--- config.mk ---
export PLATFORM = sky130hd
export DESIGN_NAME = uart_rx_fifo_core
export DESIGN_NICKNAME = d
export VERILOG_FILES = /design/src/rtl/uart_rx_pkg.sv /design/src/rtl/uart_rx_deser.sv /design/src/rtl/uart_rx_fifo.sv /design/src/rtl/uart_rx_irq.sv /design/src/rtl/uart_rx_fifo_core.sv
export SDC_FILE = /design/constraint.sdc
export NUM_CORES = 1
export LEC_CHECK = 0
export ABC_AREA = 0
export BUFFER_PORTS_ARGS = -buffer_cell sky130_fd_sc_hd__buf_2
export CORE_ASPECT_RATIO = 1.1
export CORE_MARGIN = 2
export CORE_UTILIZATION = 30
export CTS_CLUSTER_DIAMETER = 150
export DETAILED_ROUTE_END_ITERATION = 10
export PLACE_DENSITY = 0.44
export RECOVER_POWER = 25
export SYNTH_ARGS = -nofsm -noshare
export SYNTH_HDL_FRONTEND = slang
export SYNTH_HIERARCHICAL = 1
export SYNTH_SLANG_ARGS = --single-unit
--- constraint.sdc ---
create_clock -name clk -period 9.3 [get_ports clk]
set_input_delay 1.86 -clock clk [delete_from_list [all_inputs] [get_ports clk]]
set_output_delay 1.86 -clock clk [all_outputs]
set_load 0.005 [all_outputs]
--- src/rtl/uart_rx_pkg.sv ---
package uart_rx_pkg;

    typedef enum logic [2:0] {
        RX_IDLE,
        RX_START,
        RX_DATA,
        RX_PARITY,
        RX_STOP,
        RX_BRKWAIT
    } rx_state_t;

    typedef enum logic [1:0] {
        PAR_NONE  = 2'b00,
        PAR_EVEN  = 2'b01,
        PAR_ODD   = 2'b10,
        PAR_STICK = 2'b11
    } par_mode_t;

    // Bit 3 break, bit 2 framing, bit 1 parity, bit 0 overrun
    typedef struct packed {
        logic brk;
        logic frm;
        logic par;
        logic ovr;
    } rx_flags_t;

    function automatic logic [4:0] thr_bytes(input logic [2:0] code);
        logic [4:0] n;
        unique case (code)
            3'b000:  n = 5'd1;
            3'b001:  n = 5'd2;
            3'b010:  n = 5'd4;
            3'b011:  n = 5'd6;
            default: n = 5'd8;
        endcase
        return n;
    endfunction

endpackage

--- src/rtl/uart_rx_deser.sv ---
module uart_rx_deser
    import uart_rx_pkg::*;
#(
    parameter int OSR = 16,
    parameter int DW  = 8
) (
    input  logic          clk,
    input  logic          rst_n,
    input  logic          rxd,
    input  logic          tick,
    input  logic [1:0]    len_code,
    input  par_mode_t     par_mode,
    output logic          push,
    output logic [DW-1:0] push_data,
    output rx_flags_t     push_flags
);

    localparam int CNTW = $clog2(OSR);
    localparam int IW   = $clog2(DW);
    localparam logic [CNTW-1:0] MID_CNT = CNTW'(OSR / 2 - 1);
    localparam logic [CNTW-1:0] END_CNT = CNTW'(OSR - 1);

    rx_state_t      st_q, st_d;
    logic           rxd_m, rxd_s;
    logic [CNTW-1:0] cnt_q;
    logic [IW-1:0]  idx_q;
    logic [DW-1:0]  shf_q;
    logic           par_acc_q, par_err_q, zero_q;
    logic           sample, last_bit, exp_par, is_break;

    // Two-stage synchronizer, idle high
    always_ff @(posedge clk or negedge rst_n) begin
        if (!rst_n) begin
            rxd_m <= 1'b1;
            rxd_s <= 1'b1;
        end else begin
            rxd_m <= rxd;
            rxd_s <= rxd_m;
        end
    end

    assign sample = tick &&
        (((st_q == RX_START) && (cnt_q == MID_CNT)) ||
         (((st_q == RX_DATA) || (st_q == RX_PARITY) || (st_q == RX_STOP)) &&
          (cnt_q == END_CNT)));

    assign last_bit = (idx_q == (IW'(4) + IW'(len_code)));

    always_comb begin
        unique case (par_mode)
            PAR_EVEN: exp_par = par_acc_q;
            PAR_ODD:  exp_par = ~par_acc_q;
            default:  exp_par = 1'b1;
        endcase
    end

    // State register
    always_ff @(posedge clk or negedge rst_n) begin
        if (!rst_n) st_q <= RX_IDLE;
        else        st_q <= st_d;
    end

    // Next-state logic
    always_comb begin
        st_d = st_q;
        unique case (st_q)
            RX_IDLE:    if (tick && !rxd_s) st_d = RX_START;
            RX_START:   if (sample) st_d = rxd_s ? RX_IDLE : RX_DATA;
            RX_DATA:    if (sample && last_bit)
                            st_d = (par_mode != PAR_NONE) ? RX_PARITY : RX_STOP;
            RX_PARITY:  if (sample) st_d = RX_STOP;
            RX_STOP:    if (sample) st_d = (!rxd_s && zero_q) ? RX_BRKWAIT : RX_IDLE;
            RX_BRKWAIT: if (tick && rxd_s) st_d = RX_IDLE;
            default:    st_d = RX_IDLE;
        endcase
    end

    // Datapath: tick counter, shift register, parity and zero tracking
    always_ff @(posedge clk or negedge rst_n) begin
        if (!rst_n) begin
            cnt_q     <= '0;
            idx_q     <= '0;
            shf_q     <= '0;
            par_acc_q <= 1'b0;
            par_err_q <= 1'b0;
            zero_q    <= 1'b0;
        end else begin
            if ((st_q != st_d) || (st_q == RX_IDLE) || (st_q == RX_BRKWAIT))
                cnt_q <= '0;
            else if (tick)
                cnt_q <= (cnt_q == END_CNT) ? '0 : cnt_q + 1'b1;

            if ((st_q == RX_START) && sample && !rxd_s) begin
                shf_q     <= '0;
                idx_q     <= '0;
                par_acc_q <= 1'b0;
                par_err_q <= 1'b0;
                zero_q    <= 1'b1;
            end else if ((st_q == RX_DATA) && sample) begin
                shf_q[idx_q] <= rxd_s;
                idx_q        <= idx_q + 1'b1;
                par_acc_q    <= par_acc_q ^ rxd_s;
                zero_q       <= zero_q & ~rxd_s;
            end else if ((st_q == RX_PARITY) && sample) begin
                par_err_q <= (rxd_s != exp_par);
                zero_q    <= zero_q & ~rxd_s;
            end
        end
    end

    // Outputs
    always_comb begin
        is_break       = !rxd_s && zero_q;
        push           = sample && (st_q == RX_STOP);
        push_data      = is_break ? '0 : shf_q;
        push_flags.brk = is_break;
        push_flags.frm = !rxd_s && !is_break;
        push_flags.par = par_err_q && !is_break;
        push_flags.ovr = 1'b0;
    end

endmodule

--- src/rtl/uart_rx_fifo.sv ---
module uart_rx_fifo
    import uart_rx_pkg::*;
#(
    parameter int DEPTH = 16,
    parameter int DW    = 8,
    localparam int AW   = $clog2(DEPTH),
    localparam int LW   = AW + 1
) (
    input  logic          clk,
    input  logic          rst_n,
    input  logic          push,
    input  logic [DW-1:0] push_data,
    input  rx_flags_t     push_flags,
    input  logic          pop,
    input  logic          clr,
    output logic [DW-1:0] head_data,
    output rx_flags_t     head_flags,
    output logic [LW-1:0] level,
    output logic          err_any
);

    logic [DW-1:0]  data_mem [DEPTH];
    rx_flags_t      flag_mem [DEPTH];
    logic [AW-1:0]  wptr_q, rptr_q;
    logic [LW-1:0]  level_q, errs_q;
    logic           ovr_pend_q;
    logic           full, accept, do_pop, in_err, head_bad;
    rx_flags_t      in_flags;

    assign full     = (level_q == LW'(DEPTH));
    assign accept   = push && !full;
    assign do_pop   = pop && (level_q != '0);
    assign in_flags = push_flags | rx_flags_t'({3'b000, ovr_pend_q});
    assign in_err   = |in_flags;
    assign head_bad = |flag_mem[rptr_q];

    always_ff @(posedge clk) begin
        if (accept && !clr) begin
            data_mem[wptr_q] <= push_data;
            flag_mem[wptr_q] <= in_flags;
        end
    end

    always_ff @(posedge clk or negedge rst_n) begin
        if (!rst_n) begin
            wptr_q     <= '0;
            rptr_q     <= '0;
            level_q    <= '0;
            errs_q     <= '0;
            ovr_pend_q <= 1'b0;
        end else begin
            if (push && full)  ovr_pend_q <= 1'b1;
            else if (accept && !clr) ovr_pend_q <= 1'b0;

            if (clr) begin
                wptr_q  <= '0;
                rptr_q  <= '0;
                level_q <= '0;
                errs_q  <= '0;
            end else begin
                if (accept) wptr_q <= wptr_q + 1'b1;
                if (do_pop) rptr_q <= rptr_q + 1'b1;
                level_q <= level_q + LW'(accept) - LW'(do_pop);
                errs_q  <= errs_q + LW'(accept && in_err) - LW'(do_pop && head_bad);
            end
        end
    end

    assign head_data  = data_mem[rptr_q];
    assign head_flags = flag_mem[rptr_q];
    assign level      = level_q;
    assign err_any    = (errs_q != '0);

endmodule

--- src/rtl/uart_rx_irq.sv ---
module uart_rx_irq
    import uart_rx_pkg::*;
#(
    parameter int OSR      = 16,
    parameter int TMO_BITS = 32,
    parameter int LW       = 5
) (
    input  logic          clk,
    input  logic          rst_n,
    input  logic          tick,
    input  logic          push,
    input  logic          stat_rd,
    input  logic [2:0]    thr_code,
    input  logic [LW-1:0] level,
    output logic          data_rdy,
    output logic          irq
);

    localparam int TMO_TICKS = TMO_BITS * OSR;
    localparam int TW        = $clog2(TMO_TICKS + 1);
    localparam logic [TW-1:0] TMO_LAST = TW'(TMO_TICKS - 1);

    logic [TW-1:0] tmo_q;
    logic          rdy_q, tmo_hit, rdy_rise;

    assign data_rdy = (level >= LW'(thr_bytes(thr_code)));
    assign rdy_rise = data_rdy && !rdy_q;
    assign tmo_hit  = tick && (level != '0) && !push && (tmo_q == TMO_LAST);

    always_ff @(posedge clk or negedge rst_n) begin
        if (!rst_n) begin
            tmo_q <= '0;
            rdy_q <= 1'b0;
            irq   <= 1'b0;
        end else begin
            rdy_q <= data_rdy;
            if ((level == '0) || push)
                tmo_q <= '0;
            else if (tick && (tmo_q != TW'(TMO_TICKS)))
                tmo_q <= tmo_q + 1'b1;

            if (rdy_rise || tmo_hit) irq <= 1'b1;
            else if (stat_rd)        irq <= 1'b0;
        end
    end

endmodule

--- src/rtl/uart_rx_fifo_core.sv ---
module uart_rx_fifo_core
    import uart_rx_pkg::*;
#(
    parameter int OSR      = 16,
    parameter int DW       = 8,
    parameter int DEPTH    = 16,
    parameter int TMO_BITS = 32,
    localparam int LW      = $clog2(DEPTH) + 1
) (
    input  logic          clk,
    input  logic          rst_n,
    input  logic          rxd_in,
    input  logic          os_tick,
    input  logic [1:0]    len_code,
    input  logic [1:0]    par_mode,
    input  logic [2:0]    thr_code,
    input  logic          fifo_clr,
    input  logic          rd_pop,
    input  logic          stat_rd,
    input  logic          auto_rts_en,
    input  logic          rts_ctrl,
    output logic [DW-1:0] head_data,
    output logic [3:0]    head_err,
    output logic [LW-1:0] rx_level,
    output logic          err_any,
    output logic          data_rdy,
    output logic          rx_irq,
    output logic          rts_n
);

    logic          push_w;
    logic [DW-1:0] push_data_w;
    rx_flags_t     push_flags_w, head_flags_w;

    uart_rx_deser #(.OSR(OSR), .DW(DW)) deser_i (
        .clk        (clk),
        .rst_n      (rst_n),
        .rxd        (rxd_in),
        .tick       (os_tick),
        .len_code   (len_code),
        .par_mode   (par_mode_t'(par_mode)),
        .push       (push_w),
        .push_data  (push_data_w),
        .push_flags (push_flags_w)
    );

    uart_rx_fifo #(.DEPTH(DEPTH), .DW(DW)) fifo_i (
        .clk        (clk),
        .rst_n      (rst_n),
        .push       (push_w),
        .push_data  (push_data_w),
        .push_flags (push_flags_w),
        .pop        (rd_pop),
        .clr        (fifo_clr),
        .head_data  (head_data),
        .head_flags (head_flags_w),
        .level      (rx_level),
        .err_any    (err_any)
    );

    uart_rx_irq #(.OSR(OSR), .TMO_BITS(TMO_BITS), .LW(LW)) irq_i (
        .clk      (clk),
        .rst_n    (rst_n),
        .tick     (os_tick),
        .push     (push_w),
        .stat_rd  (stat_rd),
        .thr_code (thr_code),
        .level    (rx_level),
        .data_rdy (data_rdy),
        .irq      (rx_irq)
    );

    assign head_err = head_flags_w;
    assign rts_n    = auto_rts_en ? (rx_level == LW'(DEPTH)) : ~rts_ctrl;

endmodule

# Word-level counts from Yosys, hierarchy flattened
# Memories as Yosys holds them, arrays and structs flattened.
# Index checks and enable logic that the tools add are counted.
# Widths: inputs -> output; s select.
[totals]
regBits = 54
ramBits = 192
in_bits = 16
out_inout_bits = 21
elab_cells = 160
memories = 2
[memory_table]
columns = ["memory", "depth", "width", "rd", "rd_ports_with_merged_regs", "wr", "line_no", "text"]
rows = [
  ["fifo_i.data_mem", 16, 8, 1, 0, 1, "uart_rx_fifo.sv:22", "logic [DW-1:0] data_mem [DEPTH];"],
  ["fifo_i.flag_mem", 16, 4, 1, 0, 1, "uart_rx_fifo.sv:23", "rx_flags_t flag_mem [DEPTH];"],
]
[classes]
n_addsub = 10
order_cmp = 3
eq_ne = 19
muxes = 46
bitwise = 6
reduce_logical = 57
[ops]
columns = ["op", "n"]
rows = [
  ["$mux 3", 10],
  ["$mux 4", 7],
  ["$logic_and 1x1->1", 26],
  ["$mux 8", 3],
  ["$mux 10", 2],
  ["$pmux 3 s6", 1],
  ["$reduce_bool 2->1", 9],
  ["$mux 1", 16],
  ["$pmux 4 s4", 1],
  ["$add 4x1->4 const B", 3],
  ["$eq 3x2->1 const B", 4],
  ["$add 10x1->10 const B", 1],
  ["$add 5x1->5", 2],
  ["$eq 10x9->1 const B", 1],
  ["$mux 5", 2],
  ["$ne 10x10->1 const B", 1],
  ["$reduce_bool 5->1", 2],
  ["$sub 5x1->5", 2],
  ["$bwmux 8", 1],
  ["$reduce_or 4->1", 2],
  ["$logic_or 1x1->1", 7],
  ["$eq 3x1->1 const B", 2],
  ["$eq 3x3->1 const B", 2],
  ["$logic_not 1->1", 6],
  ["other kinds (25)", 28],
]

# Depth between registers and ports, before layout
[depth]
ltp_word = 13
mapped_depth = 15
depth_no_buf = 14

# By module
# Netlist, hierarchy kept.
[modules_own_cells]
columns = ["module", "n_inst", "cells_each", "area_per_inst_um2", "seq_area_each_um2"]
rows = [
  ["uart_rx_fifo", 1, 425, 8562.0, 6241.0],
  ["uart_rx_deser", 1, 158, 1508.9, 578.1],
  ["uart_rx_irq", 1, 78, 730.7, 300.3],
  ["uart_rx_fifo_core", 1, 2, 27.5, 0.0],
]

# Worst setup path after synthesis
# No wires, ideal clock.
[synth_timing]
path_type = "input to register"
start = "input port os_tick"
end = "register fifo_i.errs_q[4]"
setup_time_ps = 78
t_arrival_ps = 4547
t_required_ps = 9222
slack_ps = 4676
stages = 13
n_path_buf = 1
path_cell_list = "buf_4 -> nand4_4 -> nor3_1 -> nand2_1 -> o21bai_1 -> ha_1 -> inv_1 -> ha_1 -> fa_1 -> a21oi_1 -> nor2_1 -> or3_1 -> a21oi_1"
[synth_via]
elab_chain_len = 7
[synth_rtl]
columns = ["item", "line_no", "text"]
rows = [
  ["start: declaration", "uart_rx_fifo_core.sv:13", "input logic os_tick,"],
  ["$logic_and 1x1->1", "uart_rx_deser.sv:42", "assign sample = tick &&"],
  ["$logic_and 1x1->1", "uart_rx_deser.sv:114", "push = sample && (st_q == RX_STOP);"],
  ["via push_w", "uart_rx_fifo_core.sv:31", "logic push_w;"],
  ["$logic_and 1x1->1", "uart_rx_fifo.sv:31", "assign accept = push && !full;"],
  ["$logic_and 1x1->1", "uart_rx_fifo.sv:64", "errs_q <= errs_q + LW'(accept && in_err) - LW'(do_pop && head_bad);"],
  ["$add 5x1->5", "uart_rx_fifo.sv:64", ""],
  ["$sub 5x1->5", "uart_rx_fifo.sv:64", ""],
  ["$mux 5", "uart_rx_fifo.sv:55", "if (clr) begin"],
  ["end signal: assignment", "uart_rx_fifo.sv:64", ""],
  ["end: declaration", "uart_rx_fifo.sv:25", "logic [LW-1:0] level_q, errs_q;"],
]
# The timed path passes the listed nets, and every way through them passes these cells.
# A chain may end at the register's enable or synchronous reset.

# Worst setup path in the final report
[layout_timing]
start = "input port thr_code[0]"
end = "output port data_rdy"
[layout_via]
elab_chain_len = 3
elab_cells_between_ends = 6
classes_between = "order compare (1); eq/ne (3); mux (1); reduce/logical (1)"
[layout_rtl]
columns = ["item", "line_no", "text"]
rows = [
  ["start: declaration", "uart_rx_fifo_core.sv:16", "input logic [2:0] thr_code,"],
  ["$eq 3x2->1 (tied with other cells)", "uart_rx_pkg.sv:29", "unique case (code)"],
  ["$pmux 4 s4 (*)", "uart_rx_pkg.sv:29", ""],
  ["$ge 5x4->1 (*)", "uart_rx_irq.sv:26", "assign data_rdy = (level >= LW'(thr_bytes(thr_code)));"],
  ["end: declaration", "uart_rx_fifo_core.sv:26", "output logic data_rdy,"],
]
# Mark *: on every way between the ends. The rest lies on a longest branch, timed or not.

==> impl_metrics.yaml <==
route:
  antenna_left: 0
  wire_per_inst_um: 19.35
  route.vias.total: 5701
  drt_wl_total_mm: 23.45
  first_pass_iters: 4
  drcViolationCount: 0
  routed_via_density: 4.704
  drt_iter0_markers: 312
clocking:
  postCtsHoldBufs: 0
  clock_latency_ns: 0.52
  ctsHtreeMaxLevel: 1
  cts_tree: "built"
  cts_buffer_depth: 3
  path_clk_slew_ns: 0.05
  cts_buffers: 27
  cts_setup_buffers: 0
  clock-root-buffer: "clkbuf_16"
  cts_resized: 0
  cts.sink_count: 246
worst_setup_path:
  cp_top_family: "simple AND/OR/NAND/NOR gates"
  worstPathArrival_ns: 3.05
  worstPathRequired_ns: 7.44
  cpPeakStageDelay_ns: 0.27
  crit_chain: "buf_2 -> nor3_1 -> ha_1 -> nand2b_1 -> a21oi_1 -> o21ai_0 -> buf_2"
  crit_type: "input port to primary output"
  endpoint_kind: "primary output"
  cp.buffers_inverters: 2
  cp_slowest_cell: "ha_1"
  start_kind: "input port"
  cp_max_fo: 3
  path_common_cell: "buf_2"
sta:
  setup-violations-final: 0
  skew_ns: 0.01050
  slew_violations: 0
  layout_min_cycle_time_ns: 4.907
  rsz0062_at_grt: "false"
  fin_ws_ns: 4.393
  clock.fmax_mhz: 203.8
  hold_violations: 0
  tns_ns: 0
  slew_headroom: 0.1140
  worstMarginPinSlew_ns: 1.324
  finalCritPeriodShare: 0.5276
synth:
  async_reset_ff_frac: 0.2195
  synth-seq-cells: 246
  netlist_instances: 663
  yosysSeqAreaShare: 0.6574
  synth-edff-count: 192
  avgSynthCellArea_um2: 16.33
  syn-cell-area_mm2: 0.01083
  yosys_warnings: 6
  synth_flop_cell: "edfxtp_1"
  synth_nets: 709
  ys_types: 72
grt:
  overflow: 0
  grt_pass1_wl_mm: 36.62
  grt_max_degree: 55
  grt_pass1_vias: 6156
  grt_usage: 0.1288
  antenna_found_initial: 0
floorplan:
  placementRows: 72
  ios: 37
  initial_core_util: 0.3059
  core_area_mm2: 0.03540
  die_area_mm2: 0.03763
  die_height_um: 203.3
  dieWidth_um: 185.2
final_layout:
  area_growth_pct: 13.87
  layout_common_cells: "edfxtp_1 (192), mux4_2 (52), dfrtp_1 (50), nor2_1 (48), buf_2 (36)"
  nets: 758
  antenna_cells: 0
  layout_commonest_cell: "edfxtp_1"
  drive_gt1_frac: 0.2216
placement:
  port_buffers: 36
  pre_cts_slack_ns: 3.867
  gp_congestion: 0.7601
  hpwlAfterDp_mm: 14.70
outcome:
  status: "completed"
flow_run:
  cap_violations: 0
power:
  p_leak_nw: 4.497
  power.density_mw_per_mm2: 233.7
  ir_worst_vdd_uv: 108.7
worst_hold_path:
  hold_class: "flip-flop to flip-flop"
==> Yosys cell counts, drive strengths merged (13+ instances only) <==
library cell	n	share of area
inv	25	0.0087
a21oi	19	0.0091
nand2b	13	0.0075
xnor2	13	0.011
dfrtp	52	0.12
nand3	22	0.011
nor3	15	0.0080
nor2	49	0.017
edfxtp	192	0.53
ha	28	0.032
nand2	31	0.011
mux4	56	0.12
buf	19	0.015
==> area by class of cell <==
type | count | area (µm²)
multi-input cells | 361 | 3428
clock inverters | 12 | 86.33
repair buffers | 51 | 289.0
inverters | 25 | 93.84
clock buffers | 36 | 709.4
flip-flops and latches | 246 | 7122
fillers | 3371 | 23070
well taps | 481 | 601.8
==> worst register-to-register path, cell delays in order (launching register included) <==
cell,delay [ns]
dfrtp_2,0.34
buf_4,0.76
mux4_1,0.72
a22oi_1,0.32
nand3_1,0.19
o41a_1,0.49
ha_1,0.30
inv_1,0.04
ha_1,0.19
fa_1,0.41
a21oi_1,0.18
nor2_1,0.08
or3_1,0.34
a21oi_1,0.14
==> stage by stage <==
stage | utilization | area [µm²] | hold slack, ns | cells | power (mW)
2_1_floorplan | - | 10830 | 0.3452 | 663 | 1.789
3_3_place_gp | 0.3257 | 11530 | 0.3472 | 1163 | 1.930
3_5_place_dp | 0.3257 | 11530 | 0.3475 | 1163 | 1.949
4_1_cts | 0.3482 | 12330 | 0.3556 | 1211 | 2.938
5_1_grt | 0.3483 | 12330 | 0.3629 | 1212 | 3.058
6_report | 0.3483 | 12330 | 0.3604 | 1212 | 2.881
==> cells by family (layout without fill, tap and decap cells) <==
family / count (synthesis) / count (layout) / share of synthesized area
and+or+nand+nor: 182 / 182 / 0.09220
xor gates and xnor gates: 24 / 24 / 0.01941
muxes: 67 / 67 / 0.1281
other: 1 / 1 / 0.0003463
adders and majority gates: 30 / 30 / 0.03605
AOI/OAI and AO/OA: 57 / 57 / 0.03859
buffers and inverters: 56 / 124 / 0.02784
DFF: 246 / 246 / 0.6574
==> sequential cells by signal, indices dropped and copies added (netlist names) <==
name and flops:
fifo_i/wptr_q 4, fifo_i/level 5, irq_i/tmo_q 10, fifo_i/data_mem 128
deser_i/rxd_s 1, deser_i/shf_q 8, fifo_i/flag_mem 64, deser_i/par_err_q 1
deser_i/zero_q 1, irq_i/irq 1, deser_i/st_q 3, deser_i/par_acc_q 1
irq_i/rdy_q 1, fifo_i/errs_q 5, deser_i/idx_q 3, fifo_i/ovr_pend_q 1
deser_i/cnt_q 4, fifo_i/rptr_q 4, deser_i/rxd_m 1
==> path summary, 6_finish.rpt <==
check | start | to | slack, ns | cells past startpoint
worst max-delay path | thr_code[0] | data_rdy | 4.39 | 7
worst min-delay path | deser_i/rxd_m | deser_i/rxd_s | 0.36 | 0
worst max register to register | fifo_i/rptr_q[0] | fifo_i/errs_q[4] | 4.74 | 13
worst min register to register | deser_i/rxd_m | deser_i/rxd_s | 0.36 | 0
max in group asynchronous | rst_n | fifo_i/rptr_q[0] | 7.30 | 2
min in group asynchronous | rst_n | deser_i/par_acc_q | 1.46 | 2
==> report_power, final <==
part / internal (mW) / leakage [nW] / switching (mW) / total [mW]
Combinational: 0.290 / 1.47 / 0.321 / 0.610
Clock: 0.561 / 0.382 / 0.412 / 0.973
Sequential: 1.23 / 2.64 / 0.0663 / 1.30
==> metal layers <==
layer	global-route usage	vias to the layer above	share of wire	wire, µm
met5	0	-	0	0
met4	0.03203	0	0.019	444
met3	0.01946	24	0.036	839
met2	0.2258	87	0.50	11690
met1	0.1671	2958	0.45	10480
li1	-	2632	-	-
No activity file was read; power rests on OpenSTA's default activity.
